File: config.mk
export PLATFORM = sky130hd
export DESIGN_NAME = card_stat_regs
export DESIGN_NICKNAME = d
export VERILOG_FILES = /design/src/rtl/card_stat_pkg.sv /design/src/rtl/cs_sync.sv /design/src/rtl/cs_event_flag.sv /design/src/rtl/cs_read_port.sv /design/src/rtl/card_stat_regs.sv
export SDC_FILE = /design/constraint.sdc
export NUM_CORES = 1
export LEC_CHECK = 0
export ABC_AREA = 1
export BUFFER_PORTS_ARGS = -buffer_cell sky130_fd_sc_hd__buf_4
export CELL_PAD_IN_SITES_DETAIL_PLACEMENT = 1
export CELL_PAD_IN_SITES_GLOBAL_PLACEMENT = 2
export CORE_MARGIN = 4
export CORE_UTILIZATION = 13
export CTS_CLUSTER_SIZE = 8
export DETAILED_ROUTE_END_ITERATION = 10
export PLACE_DENSITY = 0.77
export SYNTH_ARGS = -nofsm -noshare
export SYNTH_HDL_FRONTEND = slang
export SYNTH_SLANG_ARGS = --single-unit
File: constraint.sdc
create_clock -name clk -period 1.1 [get_ports clk]
set_clock_uncertainty 0.1 [all_clocks]
set_input_delay 0.11 -clock clk [delete_from_list [all_inputs] [get_ports clk]]
set_output_delay 0.11 -clock clk [all_outputs]
set_load 0.02 [all_outputs]
File: src/rtl/card_stat_pkg.sv
package card_stat_pkg;
  localparam int unsigned IDX_IDENT  = 0;
  localparam int unsigned IDX_FLASH  = 1;
  localparam int unsigned IDX_STATUS = 2;
  localparam int unsigned IDX_DECODE = 3;
  localparam int unsigned IDX_COUNT  = 4;
endpackage

File: src/rtl/cs_sync.sv
module cs_sync #(
  parameter int unsigned WIDTH  = 2,
  parameter int unsigned STAGES = 2
) (
  input  logic             clk,
  input  logic             rst,
  input  logic [WIDTH-1:0] async_i,
  output logic [WIDTH-1:0] sync_o
);
  logic [WIDTH-1:0] stg [STAGES];

  always_ff @(posedge clk) begin
    if (rst) stg[0] <= '0;
    else     stg[0] <= async_i;
  end

  for (genvar s = 1; s < STAGES; s++) begin : g_stage
    always_ff @(posedge clk) begin
      if (rst) stg[s] <= '0;
      else     stg[s] <= stg[s-1];
    end
  end

  assign sync_o = stg[STAGES-1];

  // Cycles since reset, saturating, so the latency check only looks at
  // history taken after reset.
  logic [1:0] warm;
  always_ff @(posedge clk) begin
    if (rst)              warm <= 2'd0;
    else if (warm != 2'd2) warm <= warm + 2'd1;
  end

  if (STAGES == 2) begin : g_chk2
    // the output is the input as sampled two edges earlier
    a_r10_two_stage: assert property (@(posedge clk) disable iff (rst)
      (warm == 2'd2) |-> (sync_o == $past(async_i, 2)));
  end
endmodule

File: src/rtl/cs_event_flag.sv
module cs_event_flag (
  input  logic clk,
  input  logic rst,
  input  logic set_i,
  input  logic clr_i,
  output logic flag_o
);
  always_ff @(posedge clk) begin
    if (rst)        flag_o <= 1'b0;
    else if (set_i) flag_o <= 1'b1;
    else if (clr_i) flag_o <= 1'b0;
  end

  // once set, only a clear removes the flag
  a_r5_sticky: assert property (@(posedge clk) disable iff (rst)
    (flag_o && !clr_i) |=> flag_o);
  // a clear without a set drops the flag
  a_r6_clear: assert property (@(posedge clk) disable iff (rst)
    (clr_i && !set_i) |=> !flag_o);
  // a set wins over a simultaneous clear
  a_r7_set_wins: assert property (@(posedge clk) disable iff (rst)
    set_i |=> flag_o);
endmodule

File: src/rtl/cs_read_port.sv
module cs_read_port
  import card_stat_pkg::*;
#(
  parameter int unsigned DATA_W = 32,
  parameter int unsigned ADDR_W = 4,
  parameter logic [DATA_W-1:0] ID_VALUE     = 32'h4103_4003,
  parameter logic [DATA_W-1:0] DECODE_VALUE = 32'h0000_0011
) (
  input  logic              clk,
  input  logic              rst,
  input  logic              rd_i,
  input  logic [ADDR_W-1:0] addr_i,
  input  logic [DATA_W-1:0] status_i,
  output logic [DATA_W-1:0] rdata_o
);
  localparam logic [ADDR_W-1:0] A_IDENT  = ADDR_W'(IDX_IDENT);
  localparam logic [ADDR_W-1:0] A_FLASH  = ADDR_W'(IDX_FLASH);
  localparam logic [ADDR_W-1:0] A_STATUS = ADDR_W'(IDX_STATUS);
  localparam logic [ADDR_W-1:0] A_DECODE = ADDR_W'(IDX_DECODE);

  logic [DATA_W-1:0] word_sel;

  always_comb begin
    case (addr_i)
      A_IDENT:  word_sel = ID_VALUE;
      A_FLASH:  word_sel = '0;
      A_STATUS: word_sel = status_i;
      A_DECODE: word_sel = DECODE_VALUE;
      default:  word_sel = '0;
    endcase
  end

  always_ff @(posedge clk) begin
    if (rst)       rdata_o <= '0;
    else if (rd_i) rdata_o <= word_sel;
  end

  a_r1_ident: assert property (@(posedge clk) disable iff (rst)
    (rd_i && addr_i == A_IDENT) |=> (rdata_o == ID_VALUE));
  a_r2_flash_zero: assert property (@(posedge clk) disable iff (rst)
    (rd_i && addr_i == A_FLASH) |=> (rdata_o == '0));
  a_r3_decode: assert property (@(posedge clk) disable iff (rst)
    (rd_i && addr_i == A_DECODE) |=> (rdata_o == DECODE_VALUE));
  a_r9_oob_zero: assert property (@(posedge clk) disable iff (rst)
    (rd_i && addr_i >= ADDR_W'(IDX_COUNT)) |=> (rdata_o == '0));
  a_r12_hold: assert property (@(posedge clk) disable iff (rst)
    !rd_i |=> $stable(rdata_o));
endmodule

File: src/rtl/card_stat_regs.sv
module card_stat_regs
  import card_stat_pkg::*;
#(
  parameter int unsigned DATA_W      = 32,
  parameter int unsigned ADDR_W      = 4,
  parameter int unsigned SYNC_STAGES = 2,
  parameter int unsigned WP_BIT      = 0,
  parameter int unsigned CD_BIT      = 3,
  parameter logic [DATA_W-1:0] ID_VALUE     = 32'h4103_4003,
  parameter logic [DATA_W-1:0] DECODE_VALUE = 32'h0000_0011
) (
  input  logic              clk,
  input  logic              rst,
  input  logic              wp_in,
  input  logic              cd_in,
  input  logic              bus_rd,
  input  logic              bus_wr,
  input  logic [ADDR_W-1:0] bus_addr,
  input  logic [DATA_W-1:0] bus_wdata,
  output logic [DATA_W-1:0] bus_rdata,
  output logic              irq_o
);
  localparam logic [ADDR_W-1:0] A_STATUS = ADDR_W'(IDX_STATUS);
  localparam logic [DATA_W-1:0] CLR_MASK = DATA_W'(1) << CD_BIT;

  logic [1:0]        slot_sync;
  logic              wp_s;
  logic              cd_s;
  logic              card_flag;
  logic              clr_hit;
  logic [DATA_W-1:0] clr_bits;
  logic [DATA_W-1:0] status_word;

  cs_sync #(.WIDTH(2), .STAGES(SYNC_STAGES)) u_sync (
    .clk     (clk),
    .rst     (rst),
    .async_i ({cd_in, wp_in}),
    .sync_o  (slot_sync)
  );

  assign wp_s = slot_sync[0];
  assign cd_s = slot_sync[1];

  assign clr_bits = bus_wdata & CLR_MASK;
  assign clr_hit  = bus_wr && (bus_addr == A_STATUS) && (|clr_bits);

  cs_event_flag u_flag (
    .clk    (clk),
    .rst    (rst),
    .set_i  (cd_s),
    .clr_i  (clr_hit),
    .flag_o (card_flag)
  );

  always_comb begin
    status_word         = '0;
    status_word[WP_BIT] = wp_s;
    status_word[CD_BIT] = card_flag;
  end

  cs_read_port #(
    .DATA_W       (DATA_W),
    .ADDR_W       (ADDR_W),
    .ID_VALUE     (ID_VALUE),
    .DECODE_VALUE (DECODE_VALUE)
  ) u_read (
    .clk      (clk),
    .rst      (rst),
    .rd_i     (bus_rd),
    .addr_i   (bus_addr),
    .status_i (status_word),
    .rdata_o  (bus_rdata)
  );

  assign irq_o = card_flag;

  // the status flag read back matches the interrupt seen in the read cycle
  a_r8_irq_matches_status: assert property (@(posedge clk) disable iff (rst)
    (bus_rd && bus_addr == A_STATUS) |=> (bus_rdata[CD_BIT] == $past(irq_o)));
  // reset leaves the interrupt low
  a_r11_reset_quiet: assert property (@(posedge clk)
    rst |=> (!irq_o && bus_rdata == '0));
endmodule

==> metrics.cfg <==
[run_status]
status = finished clean

[global_route]
grt_pass1_wl_mm = 1.50
grt_max_degree = 9
grt-ovfl-total = 0
grt_usage_pct = 3.87
grt_pass1_vias = 358
grt_antenna_before_repair = 0

[sta]
fin_crit_ps = 1000
rsz0062_at_grt = false
setup_viol = 0
max_freq_mhz = 997
finalHoldViolCount = 0
slew_viol_final = 0
period_share_pct = 91.2
tns_ps = 0

[power]
power_leakage_nw = 0.370
vdd_ir_drop_max_mv = 0.533
power.density_mw_per_mm2 = 1300

[drt]
vias_per_cell = 2.99
drc = 0
routed_wl_mm = 1.10
wl_per_cell_um = 7.51
num_vias = 436
initialDrtViolationCount = 16
drt_pass1_iterations = 2
ant_nets = 0

[final_layout]
utilization_pct = 17.6
fin_nets = 139
final_area_um2 = 716
most-common-layout-cells = conb_1, buf_4, inv_1, nor2_1, dfxtp_1
drive_gt1_share_pct = 28.1
layout_commonest_cell = conb_1
fillers = 491
regArea_um2 = 181
diodes = 0
multi_input_area_um2 = 206
area_growth_pct = 29.7

[flow_run]
maxCapViolCount = 0

[worst_setup_path]
crit_chain = dlygate4sd3_1 -> buf_4 -> inv_4 -> o21ai_1 -> a21oi_1
crit_type = input pin to flip-flop
r2r_start = u_flag.flag_o
slowest_delay_ps = 540
worstPathArrival_ps = 1060
start_kind = input pin
required_ps = 1160
crit_start = rst
crit_family = buffers and inverters
crit_fanout = 6
cp-end-kind = flip-flop
worst_path_max_delay_cell = dlygate4sd3_1
crit_buf_inv = 3

[logic_synthesis]
netlist_area_um2 = 552
avgSynthCellArea_um2 = 7.36
ys_types = 10
ys_ff_latch = 9
seq_area_frac_synth_pct = 32.7
yosysWarnings = 0
synth_cells = 75

[hold_path]
min_from = bus_rd
min_path_type = input pin to flip-flop

[clocking]
numCtsBuffers = 3
cts_root_buf = clkbuf_8
clock_sinks = 9
cts_setup_buffers = 0
ctsLongestPathBuffers = 2
clkTransAtPathRegs_ps = 40
cts_tree = yes
cts_htree_levels = 1
worstSkewPairLatency_ps = 230

[floorplan]
start_util_pct = 13.6
fp.dieW_um = 73.2
fp-row-count = 23
die_area_mm2 = 0.00535
fp.dieH_um = 73.2
core-area_mm2 = 0.00406
io-pin-count = 75

[placement]
place_hpwl_um = 929
place_area_um2 = 637
routabilityCongestion = 0.708
io_buffers = 20

## cell usage after synthesis, drive strengths merged
master	n	area, µm²
o21ai	4	20.0
nand2	6	22.5
inv	10	37.5
a21oi	4	20.0
buf	28	210
nand3	3	15.0
dfxtp	9	180
nor2	10	42.5
conb	1	3.75
## repair_timing
action,CTS,global route
endpoints found under the hold margin,5,0
gates resized for setup,0,5
hold buffers,3,0
setup endpoints to repair,0,9
## path summary, 6_finish.rpt
path | to | slack (ps) | depth (start not counted)
max | u_read.rdata_o[3] | 100 | 5
min | u_read.rdata_o[24] | 20 | 2
max reg2reg | u_read.rdata_o[3] | 350 | 2
min reg2reg | u_sync.stg[1][1] | 300 | 2
## stage by stage
| stage | setup WS, ps | hold slack [ps] | power, mW | std cells |
|---|---|---|---|---|
| floorplan | 195 | 79.1 | 0.556 | 97 |
| finish | 96.7 | 17.8 | 0.933 | 146 |
| global placement | 224 | 215 | 0.551 | 139 |
| CTS | 29.2 | 5.30 | 0.950 | 146 |
| detailed placement | 223 | 224 | 0.554 | 139 |
| global route | 9.39 | 31.6 | 0.996 | 146 |
## worst reg2reg max path: stages, from the launching register on
cell     delay (ps)
dfxtp_1         340
nand3_1         100
a21oi_1         140
## layout make-up
cell class                      instances  share of cell area (%)
Multi-Input combinational cell         50                    28.8
Clock buffer                            4                    6.29
Timing Repair Buffer                   23                    25.2
Inverter                               10                    5.59
Tap cell                               50                    8.74
Sequential cell                         9                    25.3
## logic make-up after synthesis
group,Yosys count,synth area share [%]
AO/OA/AOI/OAI,8,7.26
other,1,0.680
AND/OR/NAND/NOR,19,14.5
flip-flops,9,32.7
buffers and inverters,38,44.9
## metal layers
metal / vias to the layer above / share of wire, % / GRT usage [%]
met5: - / 0 / 0
met1: 194 / 33 / 3.70
li1: 215 / - / -
met3: 0 / 16 / 3.44
met2: 27 / 51 / 6.06
met4: 0 / 0 / 1.23
## registers in the layout, indices dropped and copies added (netlist names)
signal / cells
u_read.rdata_o: 4
u_flag.flag_o: 1
u_sync.stg: 4
## where the power goes
group          internal (mW)  total (mW)  leakage, nW  switching, mW
clock network          0.252       0.374       0.0228          0.122
registers              0.345       0.355       0.0747        0.00985
logic                 0.0675       0.205        0.273          0.137
total                  0.664       0.933        0.370          0.269
Power figures use the tool's default switching activity.
